===== src/rtl/tcm_pkg.sv =====
package tcm_pkg;

  typedef enum logic [1:0] {
    MT_NORMAL = 2'd0,
    MT_DEVICE = 2'd1,
    MT_STRONG = 2'd2,
    MT_RSVD   = 2'd3
  } mem_type_e;

  typedef struct packed {
    mem_type_e mtype;
    logic      shareable;
    logic      cacheable;
    logic      wthrough;
  } mem_attr_t;

  localparam int ATTR_W = $bits(mem_attr_t);

endpackage


===== src/rtl/tcm_bank_regs.sv =====
module tcm_bank_regs #(
  parameter int NUM_BANKS = 4,
  parameter int TAG_W     = 18,
  parameter int IDX_W     = 2
) (
  input  logic                            clk,
  input  logic                            rst,
  input  logic                            cfg_we,
  input  logic [IDX_W-1:0]                cfg_idx,
  input  logic                            cfg_en,
  input  logic [TAG_W-1:0]                cfg_tag,
  output logic [NUM_BANKS-1:0]            bank_en,
  output logic [NUM_BANKS-1:0][TAG_W-1:0] bank_tag,
  output logic                            overlap_err
);

  logic clash;

  // one register bank per TCM bank, written by index
  always_ff @(posedge clk) begin
    if (rst) begin
      bank_en  <= '0;
      bank_tag <= '0;
    end else if (cfg_we) begin
      for (int i = 0; i < NUM_BANKS; i++) begin
        if (cfg_idx == IDX_W'(i)) begin
          bank_en[i]  <= cfg_en;
          bank_tag[i] <= cfg_tag;
        end
      end
    end
  end

  // pairwise compare of enabled banks; equal tags mean equal ranges
  always_comb begin
    clash = 1'b0;
    for (int i = 0; i < NUM_BANKS; i++) begin
      for (int j = i + 1; j < NUM_BANKS; j++) begin
        if (bank_en[i] && bank_en[j] && (bank_tag[i] == bank_tag[j]))
          clash = 1'b1;
      end
    end
  end

  always_ff @(posedge clk) begin
    if (rst)        overlap_err <= 1'b0;
    else if (clash) overlap_err <= 1'b1;
  end

  // flag never drops without reset
  a_r9_sticky: assert property (@(posedge clk) disable iff (rst)
    overlap_err |=> overlap_err);

  // banks come out of reset disabled
  a_r1_banks_off: assert property (@(posedge clk) disable iff (rst)
    $past(rst) |-> (bank_en == '0));

endmodule


===== src/rtl/tcm_hit_decode.sv =====
module tcm_hit_decode #(
  parameter int NUM_BANKS = 4,
  parameter int TAG_W     = 18,
  parameter int IDX_W     = 2
) (
  input  logic [TAG_W-1:0]                addr_tag,
  input  logic [NUM_BANKS-1:0]            bank_en,
  input  logic [NUM_BANKS-1:0][TAG_W-1:0] bank_tag,
  output logic [NUM_BANKS-1:0]            sel,
  output logic [IDX_W-1:0]                idx,
  output logic                            hit
);

  // fixed priority: lowest-numbered matching bank wins
  always_comb begin
    sel = '0;
    idx = '0;
    hit = 1'b0;
    for (int i = 0; i < NUM_BANKS; i++) begin
      if (!hit && bank_en[i] && (bank_tag[i] == addr_tag)) begin
        sel[i] = 1'b1;
        idx    = IDX_W'(i);
        hit    = 1'b1;
      end
    end
  end

endmodule


===== src/rtl/tcm_attr_fix.sv =====
module tcm_attr_fix
  import tcm_pkg::*;
(
  input  mem_attr_t attr_in,
  output mem_attr_t attr_out
);

  // local SRAM is never shared or device-like; demote such accesses
  always_comb begin
    attr_out = attr_in;
    if ((attr_in.mtype != MT_NORMAL) || attr_in.shareable) begin
      attr_out.mtype     = MT_NORMAL;
      attr_out.shareable = 1'b0;
      attr_out.cacheable = 1'b0;
      attr_out.wthrough  = 1'b0;
    end
  end

endmodule


===== src/rtl/tcm_router.sv =====
module tcm_router
  import tcm_pkg::*;
#(
  parameter int ADDR_W    = 32,
  parameter int DATA_W    = 32,
  parameter int NUM_BANKS = 4,
  parameter int BANK_AW   = 14,   // bank size 2**BANK_AW bytes, 12..16
  localparam int TAG_W    = ADDR_W - BANK_AW,
  localparam int IDX_W    = (NUM_BANKS > 1) ? $clog2(NUM_BANKS) : 1,
  localparam int BE_W     = DATA_W / 8
) (
  input  logic                          clk,
  input  logic                          rst,
  input  logic                          cfg_we,
  input  logic [IDX_W-1:0]              cfg_idx,
  input  logic                          cfg_en,
  input  logic [TAG_W-1:0]              cfg_tag,
  input  logic                          req_valid,
  input  logic                          req_we,
  input  logic [ADDR_W-1:0]             req_addr,
  input  logic [BE_W-1:0]               req_be,
  input  logic [DATA_W-1:0]             req_wdata,
  input  logic [4:0]                    req_attr,
  output logic                          tcm_req,
  output logic [NUM_BANKS-1:0]          tcm_sel,
  output logic [BANK_AW-1:0]            tcm_offset,
  output logic                          tcm_we,
  output logic [BE_W-1:0]               tcm_be,
  output logic [DATA_W-1:0]             tcm_wdata,
  output logic [4:0]                    tcm_attr,
  input  logic [NUM_BANKS*DATA_W-1:0]   bank_rdata,
  output logic                          rd_valid,
  output logic [DATA_W-1:0]             rd_data,
  output logic                          ext_req,
  output logic [ADDR_W-1:0]             ext_addr,
  output logic                          ext_we,
  output logic [BE_W-1:0]               ext_be,
  output logic [DATA_W-1:0]             ext_wdata,
  output logic [4:0]                    ext_attr,
  output logic                          overlap_err
);

  logic [NUM_BANKS-1:0]            bank_en;
  logic [NUM_BANKS-1:0][TAG_W-1:0] bank_tag;
  logic [NUM_BANKS-1:0]            dec_sel;
  logic [IDX_W-1:0]                dec_idx;
  logic                            dec_hit;
  mem_attr_t                       attr_in;
  mem_attr_t                       attr_fixed;
  logic [IDX_W-1:0]                rd_idx_q;
  logic                            any_hit;

  tcm_bank_regs #(
    .NUM_BANKS (NUM_BANKS),
    .TAG_W     (TAG_W),
    .IDX_W     (IDX_W)
  ) u_regs (
    .clk         (clk),
    .rst         (rst),
    .cfg_we      (cfg_we),
    .cfg_idx     (cfg_idx),
    .cfg_en      (cfg_en),
    .cfg_tag     (cfg_tag),
    .bank_en     (bank_en),
    .bank_tag    (bank_tag),
    .overlap_err (overlap_err)
  );

  tcm_hit_decode #(
    .NUM_BANKS (NUM_BANKS),
    .TAG_W     (TAG_W),
    .IDX_W     (IDX_W)
  ) u_dec (
    .addr_tag (req_addr[ADDR_W-1:BANK_AW]),
    .bank_en  (bank_en),
    .bank_tag (bank_tag),
    .sel      (dec_sel),
    .idx      (dec_idx),
    .hit      (dec_hit)
  );

  assign attr_in = mem_attr_t'(req_attr);

  tcm_attr_fix u_attr (
    .attr_in  (attr_in),
    .attr_out (attr_fixed)
  );

  assign any_hit = req_valid && dec_hit;

  // bank side: base is size-aligned, so offset is the low address bits
  assign tcm_req    = any_hit;
  assign tcm_sel    = req_valid ? dec_sel : '0;
  assign tcm_offset = req_addr[BANK_AW-1:0];
  assign tcm_we     = req_we;
  assign tcm_be     = req_be;
  assign tcm_wdata  = req_wdata;
  assign tcm_attr   = attr_fixed;

  // external side: only misses, so hits never reach the cache
  assign ext_req    = req_valid && !dec_hit;
  assign ext_addr   = req_addr;
  assign ext_we     = req_we;
  assign ext_be     = req_be;
  assign ext_wdata  = req_wdata;
  assign ext_attr   = req_attr;

  // read return: banks answer one cycle after the request
  always_ff @(posedge clk) begin
    if (rst) begin
      rd_valid <= 1'b0;
      rd_idx_q <= '0;
    end else begin
      rd_valid <= any_hit && !req_we;
      if (any_hit && !req_we) rd_idx_q <= dec_idx;
    end
  end

  assign rd_data = bank_rdata[rd_idx_q*DATA_W +: DATA_W];

  // no stale read pulse out of reset
  a_r1_quiet_after_reset: assert property (@(posedge clk) disable iff (rst)
    $past(rst) |-> !rd_valid);

  // exactly one bank selected on a hit
  a_r2_onehot_sel: assert property (@(posedge clk) disable iff (rst)
    tcm_req |-> $onehot(tcm_sel));

  // hits never leak to the external path
  a_r4_no_ext_on_hit: assert property (@(posedge clk) disable iff (rst)
    tcm_req |-> !ext_req);

  // demoted attributes on device/strong/shareable hits
  a_r5_attr_demote: assert property (@(posedge clk) disable iff (rst)
    (tcm_req && ((req_attr[4:3] != 2'd0) || req_attr[2])) |-> (tcm_attr == 5'd0));

  // read hit produces a pulse next cycle
  a_r10_rd_pulse: assert property (@(posedge clk) disable iff (rst)
    (tcm_req && !tcm_we) |=> rd_valid);

  // no pulse without a preceding read hit
  a_r10_no_spurious: assert property (@(posedge clk) disable iff (rst)
    rd_valid |-> $past(tcm_req && !tcm_we));

endmodule


===== config.mk =====
export PLATFORM = sky130hd
export DESIGN_NAME = tcm_router
export DESIGN_NICKNAME = d
export VERILOG_FILES = /design/src/rtl/tcm_pkg.sv /design/src/rtl/tcm_bank_regs.sv /design/src/rtl/tcm_hit_decode.sv /design/src/rtl/tcm_attr_fix.sv /design/src/rtl/tcm_router.sv
export SDC_FILE = /design/constraint.sdc
export NUM_CORES = 1
export LEC_CHECK = 0
export BUFFER_PORTS_ARGS = -buffer_cell sky130_fd_sc_hd__buf_2
export CORE_AREA = 2 2 156 158
export DETAILED_ROUTE_END_ITERATION = 10
export DIE_AREA = 0 0 158 160
export GPL_ROUTABILITY_DRIVEN = 0
export PLACE_DENSITY = 0.64
export SYNTH_ARGS = -nofsm -noshare
export SYNTH_HDL_FRONTEND = slang
export SYNTH_SLANG_ARGS = --single-unit

===== constraint.sdc =====
create_clock -name clk -period 5.2 [get_ports clk]
set_input_delay 0.26 -clock clk [delete_from_list [all_inputs] [get_ports clk]]
set_output_delay 0.26 -clock clk [all_outputs]
set_load 0.005 [all_outputs]

-- Word level (Yosys, flattened, before mapping)
Index checks and enable logic that the tools add are counted.
W data, S select, Z words.
- flip-flop bits (word level): 80
- input port bits: 227
- output and inout bits: 170
- word-level logic and storage cells: 77
- equal/unequal tests: 13
- shifts and indexed selects: 1
- muxes and demuxes: 18
- reductions and logical operators: 34
- operators by type and width (operator ; count):
    $eq A18 B18 Y1 ; 10
    $shiftx A128 B8 Y32 ; 1
    $logic_and A1 B1 Y1 ; 22
    $mux W1 ; 14
    $reduce_and A2 Y1 ; 4
    $logic_not A1 Y1 ; 5
    $mux W5 ; 1
    $eq A2 B2 Y1 const B ; 2
    $mux W2 ; 2
    $mux W4 ; 1
    $eq A2 B1 Y1 const B ; 1
    $logic_not A2 Y1 ; 1
    $reduce_bool A2 Y1 ; 1
    $logic_or A1 B1 Y1 ; 1

-- Depth between registers and ports, before layout
- depth after elaboration: 17
- gate-level depth with buffers: 7
- depth with buffers taken out: 6

-- Cells and area by module
A second synthesis with hierarchy kept.
- cell total of the unflattened synthesis: 796
- area total of the unflattened synthesis: 6869.1 sq um
- modules (own cells, without submodules) (module ; instances ; cells each ; area each (sq um) ; sequential area each (sq um)):
    tcm_bank_regs ; 1 ; 488 ; 3890.0 ; 1541.5
    tcm_router ; 1 ; 182 ; 1891.8 ; 60.1
    tcm_hit_decode ; 1 ; 120 ; 1043.5 ; 0.0
    tcm_attr_fix ; 1 ; 6 ; 43.8 ; 0.0

-- Least setup slack after synthesis
OpenSTA, ideal clock, no wires.
- path type: register to output
- start point: register u_regs.bank_tag[41] in the netlist's numbering
- end point: output port tcm_req
- arrival: 1428 ps
- data required time: 4940 ps
- setup slack: 3512 ps
- stages on the path, launching flop included: 7
- buffers on the path: 1
- path through: dfxtp_1 > clkbuf_1 > xnor2_1 > nand4_1 > nor4_1 > a22o_1 > o21a_1
- longest elaborated chain between the ends: 8
- RTL lines (item ; RTL line ; text):
    start, declared ; tcm_bank_regs.sv:13 ; output logic [NUM_BANKS-1:0][TAG_W-1:0] bank_tag,
    start signal, assigned by index ; tcm_bank_regs.sv:28 ; bank_tag[i] <= cfg_tag;
    $eq A18 B18 Y1 (*) ; tcm_hit_decode.sv:20 ; if (!hit && bank_en[i] && (bank_tag[i] == addr_tag)) begin
    $logic_and A1 B1 Y1 (*) ; tcm_hit_decode.sv:20 ;
    $mux W1 (*) ; tcm_hit_decode.sv:20 ;
    $logic_not A1 Y1 ; tcm_hit_decode.sv:20 ;
    $logic_and A1 B1 Y1 (2 in a row) ; tcm_hit_decode.sv:20 ;
    $mux W1 (*) ; tcm_hit_decode.sv:20 ;
    $logic_and A1 B1 Y1 (*) ; tcm_router.sv:89 ; assign any_hit = req_valid && dec_hit;
    end, declared ; tcm_router.sv:24 ; output logic tcm_req,
Every way passes the cells marked *; elsewhere a longest branch is shown, timed or not.

-- Worst setup path in the final report
- start point: register u_regs.bank_tag[22] in the netlist's numbering
- end point: output port tcm_sel[1]
- longest elaborated chain between the ends: 4
- RTL lines (item ; RTL line ; text):
    $eq A18 B18 Y1 ; tcm_hit_decode.sv:20 ;
    $logic_and A1 B1 Y1 ; tcm_hit_decode.sv:20 ;
    $mux W1 ; tcm_hit_decode.sv:20 ;
    $mux W4 ; tcm_router.sv:93 ; assign tcm_sel = req_valid ? dec_sel : '0;
    end, declared ; tcm_router.sv:25 ; output logic [NUM_BANKS-1:0] tcm_sel,
Every way passes these cells.

==> summary.md <==
| Metric | Value |
|---|---|
| Status | `completed` |
| Die Y | `around 160 um` |
| Clock transition at path regs | `60 ps` |
| Drt initial violations | `a little over 600` |
| Worst Tran Pin Value | `about 1100 ps` |
| CP arrival | `2330 ps` |
| Drt wl/cell | `roughly 24 um` |
| Post-layout min period | `~2600 ps` |
| Total chip power | `around 1.7 mW` |
| Static Leak | `around 3.2 nW` |
| Dominant synthesized flop cell | `dfxtp_1` |
| Logic pwr share | `between 20% and 30%` |
| Post-route cell area | `~7500 um^2` |
| Fin Hold WS | `183 ps` |
| Clock root cell | `clkbuf_16` |
| Max_cap viols | `0` |
| Slew Limit Headroom | `about a quarter` |
| Hold-fix buffers, CTS | `0` |
| Sink Count | `80` |
| Fin. max-slew vios | `0` |
| Worst-path cell with the longest stage delay | `dfxtp_1` |
| Clk Latency, worst-skew pair | `about 350 ps` |
| Num ports | `about 400` |
| RSZ-0062 raised after global routing | `no` |
| Crit path required time | `slightly below 5000 ps` |
| Post-synthesis sequential area ratio | `22.6%` |
| Sequential Power Share | `just over 40%` |
| VDD IR max | `0.112 mV` |
| Tcrit/Tclk final | `49.7%` |
| Pwr per Cell Area | `223 nW/um^2` |
| Sw Ratio | `~29%` |
| Count of cell types in the netlist | `38` |
| DRC | `0` |
| Nets | `about 1.1k` |
| Final setup vio count | `0` |
| CTS resizes | `0` |
| Antenna violations before repair | `2` |
| Pre-Repair DR Iteration Count | `6` |
| Critical path's top delay family | `simple AND/OR/NAND/NOR gates` |
| Synth async-reset ratio | `0%` |
| Initial Util | `approximately 30%` |
| Top area cells in the synthesized netlist | `dfxtp_1 23%, buf_4 14%, xnor2_1 12%` |
| Die ar. | `25300 um^2` |
| Critical path, cell by cell | `xnor2_4 -> nand4_1 -> nor4_1 -> nand4_1 -> nor3b_1 -> buf_2` |
| WS Path Type | `reg -> out` |
| Site Rows | `57` |
| Setup_tns | `0 ps` |
| Psw | `between 0.4 and 0.5 mW` |
| Clock share of power | `38.6%` |
| Number of synthesized flops with an enable pin | `0` |
| Hold Path Stages | `3` |
| Syn Inst Count | `a little under 900` |
| Yosys warning count | `0` |
| WP buf/inv | `1` |
| Ratio of cells with drive above 1 in the final layout | `34.3%` |
| Vias in the first global route | `between 5k and 6k` |
| HPWL after detailed placement | `23300 um` |
| Skew final | `~6.1 ps` |
| Synthesized area | `roughly 7100 um^2` |
| Post-route ant nets | `0` |
| Area leader, netlist | `dfxtp_1` |
| Clock tree buffer depth | `2` |
| WL final | `between 20000 and 30000 um` |
| Via count | `between 6k and 7k` |
| Most frequent CP cell | `nand4_1` |
| Total GRT Usage | `21.6%` |
| Top cell type's share of synthesized area | `22.6%` |
| H-Tree Depth | `3` |
| TritonCTS clock tree | `done` |
| Largest net degree at the start of global routing | `a little over 80` |
| First-pass GRT wire length | `between 30000 and 40000 um` |
| FMAX | `~0.39 GHz` |
| Postcts setup bufs | `0` |
| WP depth | `6` |
| Crit-path max cell delay | `590 ps` |
| IO Port Bufs | `~240` |
| Via density | `5.05` |
| Critical-path maximum fanout | `5` |
| Final core utilization | `roughly a third` |
| Core area | `between 20000 and 25000 um^2` |
| Internal | `approximately 1.2 mW` |
| Worst-case reg-to-reg path depth | `6` |
| Worst Setup Start Kind | `register` |
| Total grt overflow | `0` |
| CP Capture Type | `primary output` |
| Final Hold Viols | `0` |
| Area growth syn-to-layout | `5.76%` |
| DP Area | `between 7000 and 8000 um^2` |
| Seq cells post-synth | `80` |
| CTS Buf Count | `9` |
| Die Width | `158 um` |
| Worst hold path class | `in -> reg` |
| Synthesized area per cell | `just over 8 um^2` |
==> metal layers <==
layer  vias to the layer above  global-route usage (%)  routed length (um)  part of all wire [%]
met3                        46                    8.06                3310                    12
met2                       425                    33.9               12500                    44
li1                       2718                       -                   -                     -
met5                         -                    2.98                  93                  0.32
met4                         2                    6.18                 771                   2.7
met1                      2933                    27.5               12000                    42
==> state kept, by name, indices dropped and copies added, names as in the netlist <==
name                count
u_regs.overlap_err      1
rd_valid                1
u_regs.bank_tag        72
u_regs.bank_en          4
rd_idx_q                2
==> worst min-delay path: cells and delay by family <==
| kind | cells | cell delay [ps] |
|---|---|---|
| and+or+nand+nor | 1 | 50 |
| AOI/OAI and AO/OA | 1 | 50 |
| buffers and inverters | 1 | 120 |
==> cell usage after synthesis (2+ instances only) <==
cell / number
nand2_1: 160
buf_4: 128
xnor2_1: 93
xor2_1: 82
dfxtp_1: 80
a21oi_1: 77
clkbuf_1: 64
buf_2: 36
mux4_2: 32
nand4_1: 30
nor4_1: 26
buf_6: 13
nor2_1: 8
nor3_1: 5
buf_1: 4
xnor2_2: 4
and2_1: 3
a41oi_1: 2
clkbuf_2: 2
inv_1: 2
nand3_1: 2
==> path summary, 6_finish.rpt <==
| kind | endpoint | from | slack, ps |
|---|---|---|---|
| worst max-delay path | tcm_sel[1] | u_regs.bank_tag[22]$_SDFFE_PP0P_ | 2610 |
| worst min register to register | u_regs.bank_en[1]$_SDFFE_PP0P_ | u_regs.bank_en[1]$_SDFFE_PP0P_ | 550 |
| worst max register to register | rd_idx_q[0]$_SDFFE_PP0P_ | u_regs.bank_tag[22]$_SDFFE_PP0P_ | 3080 |
| worst min-delay path | u_regs.bank_tag[60]$_SDFFE_PP0P_ | cfg_tag[6] | 180 |
==> logic make-up (layout without fill, tap and decap cells) <==
kind of cell,after synthesis,in the layout,synth area share [%]
buffers and inverters,249,263,22.0
flip-flops,80,80,22.6
AO/OA/AOI/OAI,86,86,6.61
other,1,5,0.0530
multiplexers,32,32,10.2
XOR/XNOR,180,180,23.0
AND/OR/NAND/NOR,242,242,15.5
==> layout by cell type, fill, tap and decap left out, drive strengths merged <==
| master | netlist | layout |
|---|---|---|
| buf | 181 | 245 |
| nand2 | 160 | 160 |
| xnor2 | 98 | 98 |
| xor2 | 82 | 82 |
| dfxtp | 80 | 80 |
| a21oi | 77 | 77 |
| mux4 | 32 | 32 |
| nand4 | 30 | 30 |
| nor4 | 26 | 26 |
| clkbuf | 66 | 13 |
| nor2 | 8 | 8 |
| nor3 | 5 | 5 |
| and2 | 3 | 3 |
| conb | 1 | 3 |
| diode | 0 | 2 |
| nand3 | 2 | 2 |
| inv | 2 | 2 |
| a41oi | 2 | 2 |
| clkinv | 0 | 2 |
| nor3b | 2 | 2 |
| a22o | 1 | 1 |
| o21a | 1 | 1 |
| or3b | 1 | 1 |
| a21bo | 1 | 1 |
| nand2b | 1 | 1 |
| a41o | 1 | 1 |
| a221oi | 1 | 1 |
| and3 | 1 | 1 |
| a211oi | 1 | 1 |
| a31oi | 1 | 1 |
| and3b | 1 | 1 |
| nand3b | 1 | 1 |
| or2 | 1 | 1 |
| bufinv | 0 | 1 |
==> through the flow <==
step,std cells,setup slack (ps)
6_report,1212,2610
4_1_cts,1210,2650
3_5_place_dp,1194,3030
5_1_grt,1211,2440
3_3_place_gp,1194,3020
2_1_floorplan,872,3510
==> power by group through the flow <==
stage | sequential [mW] | combinational [mW] | clock, mW
floorplan | 0.650 | 0.293 | 0
global placement | 0.685 | 0.343 | 0
detailed placement | 0.687 | 0.343 | 0
CTS | 0.673 | 0.346 | 0.650
global route | 0.677 | 0.370 | 0.682
finish | 0.674 | 0.348 | 0.644
==> layout make-up <==
| cell class | count | area [um^2] |
|---|---|---|
| antenna | 2 | 5.00 |
| clock buffer | 13 | 260 |
| clock inverter | 3 | 40.0 |
| fill | 2542 | 16300 |
| inverter | 2 | 7.51 |
| multi-input combinational | 543 | 3930 |
| sequential | 80 | 1600 |
| tap | 324 | 405 |
| timing repair buffer | 245 | 1230 |
(Power assumes the default switching activity.)
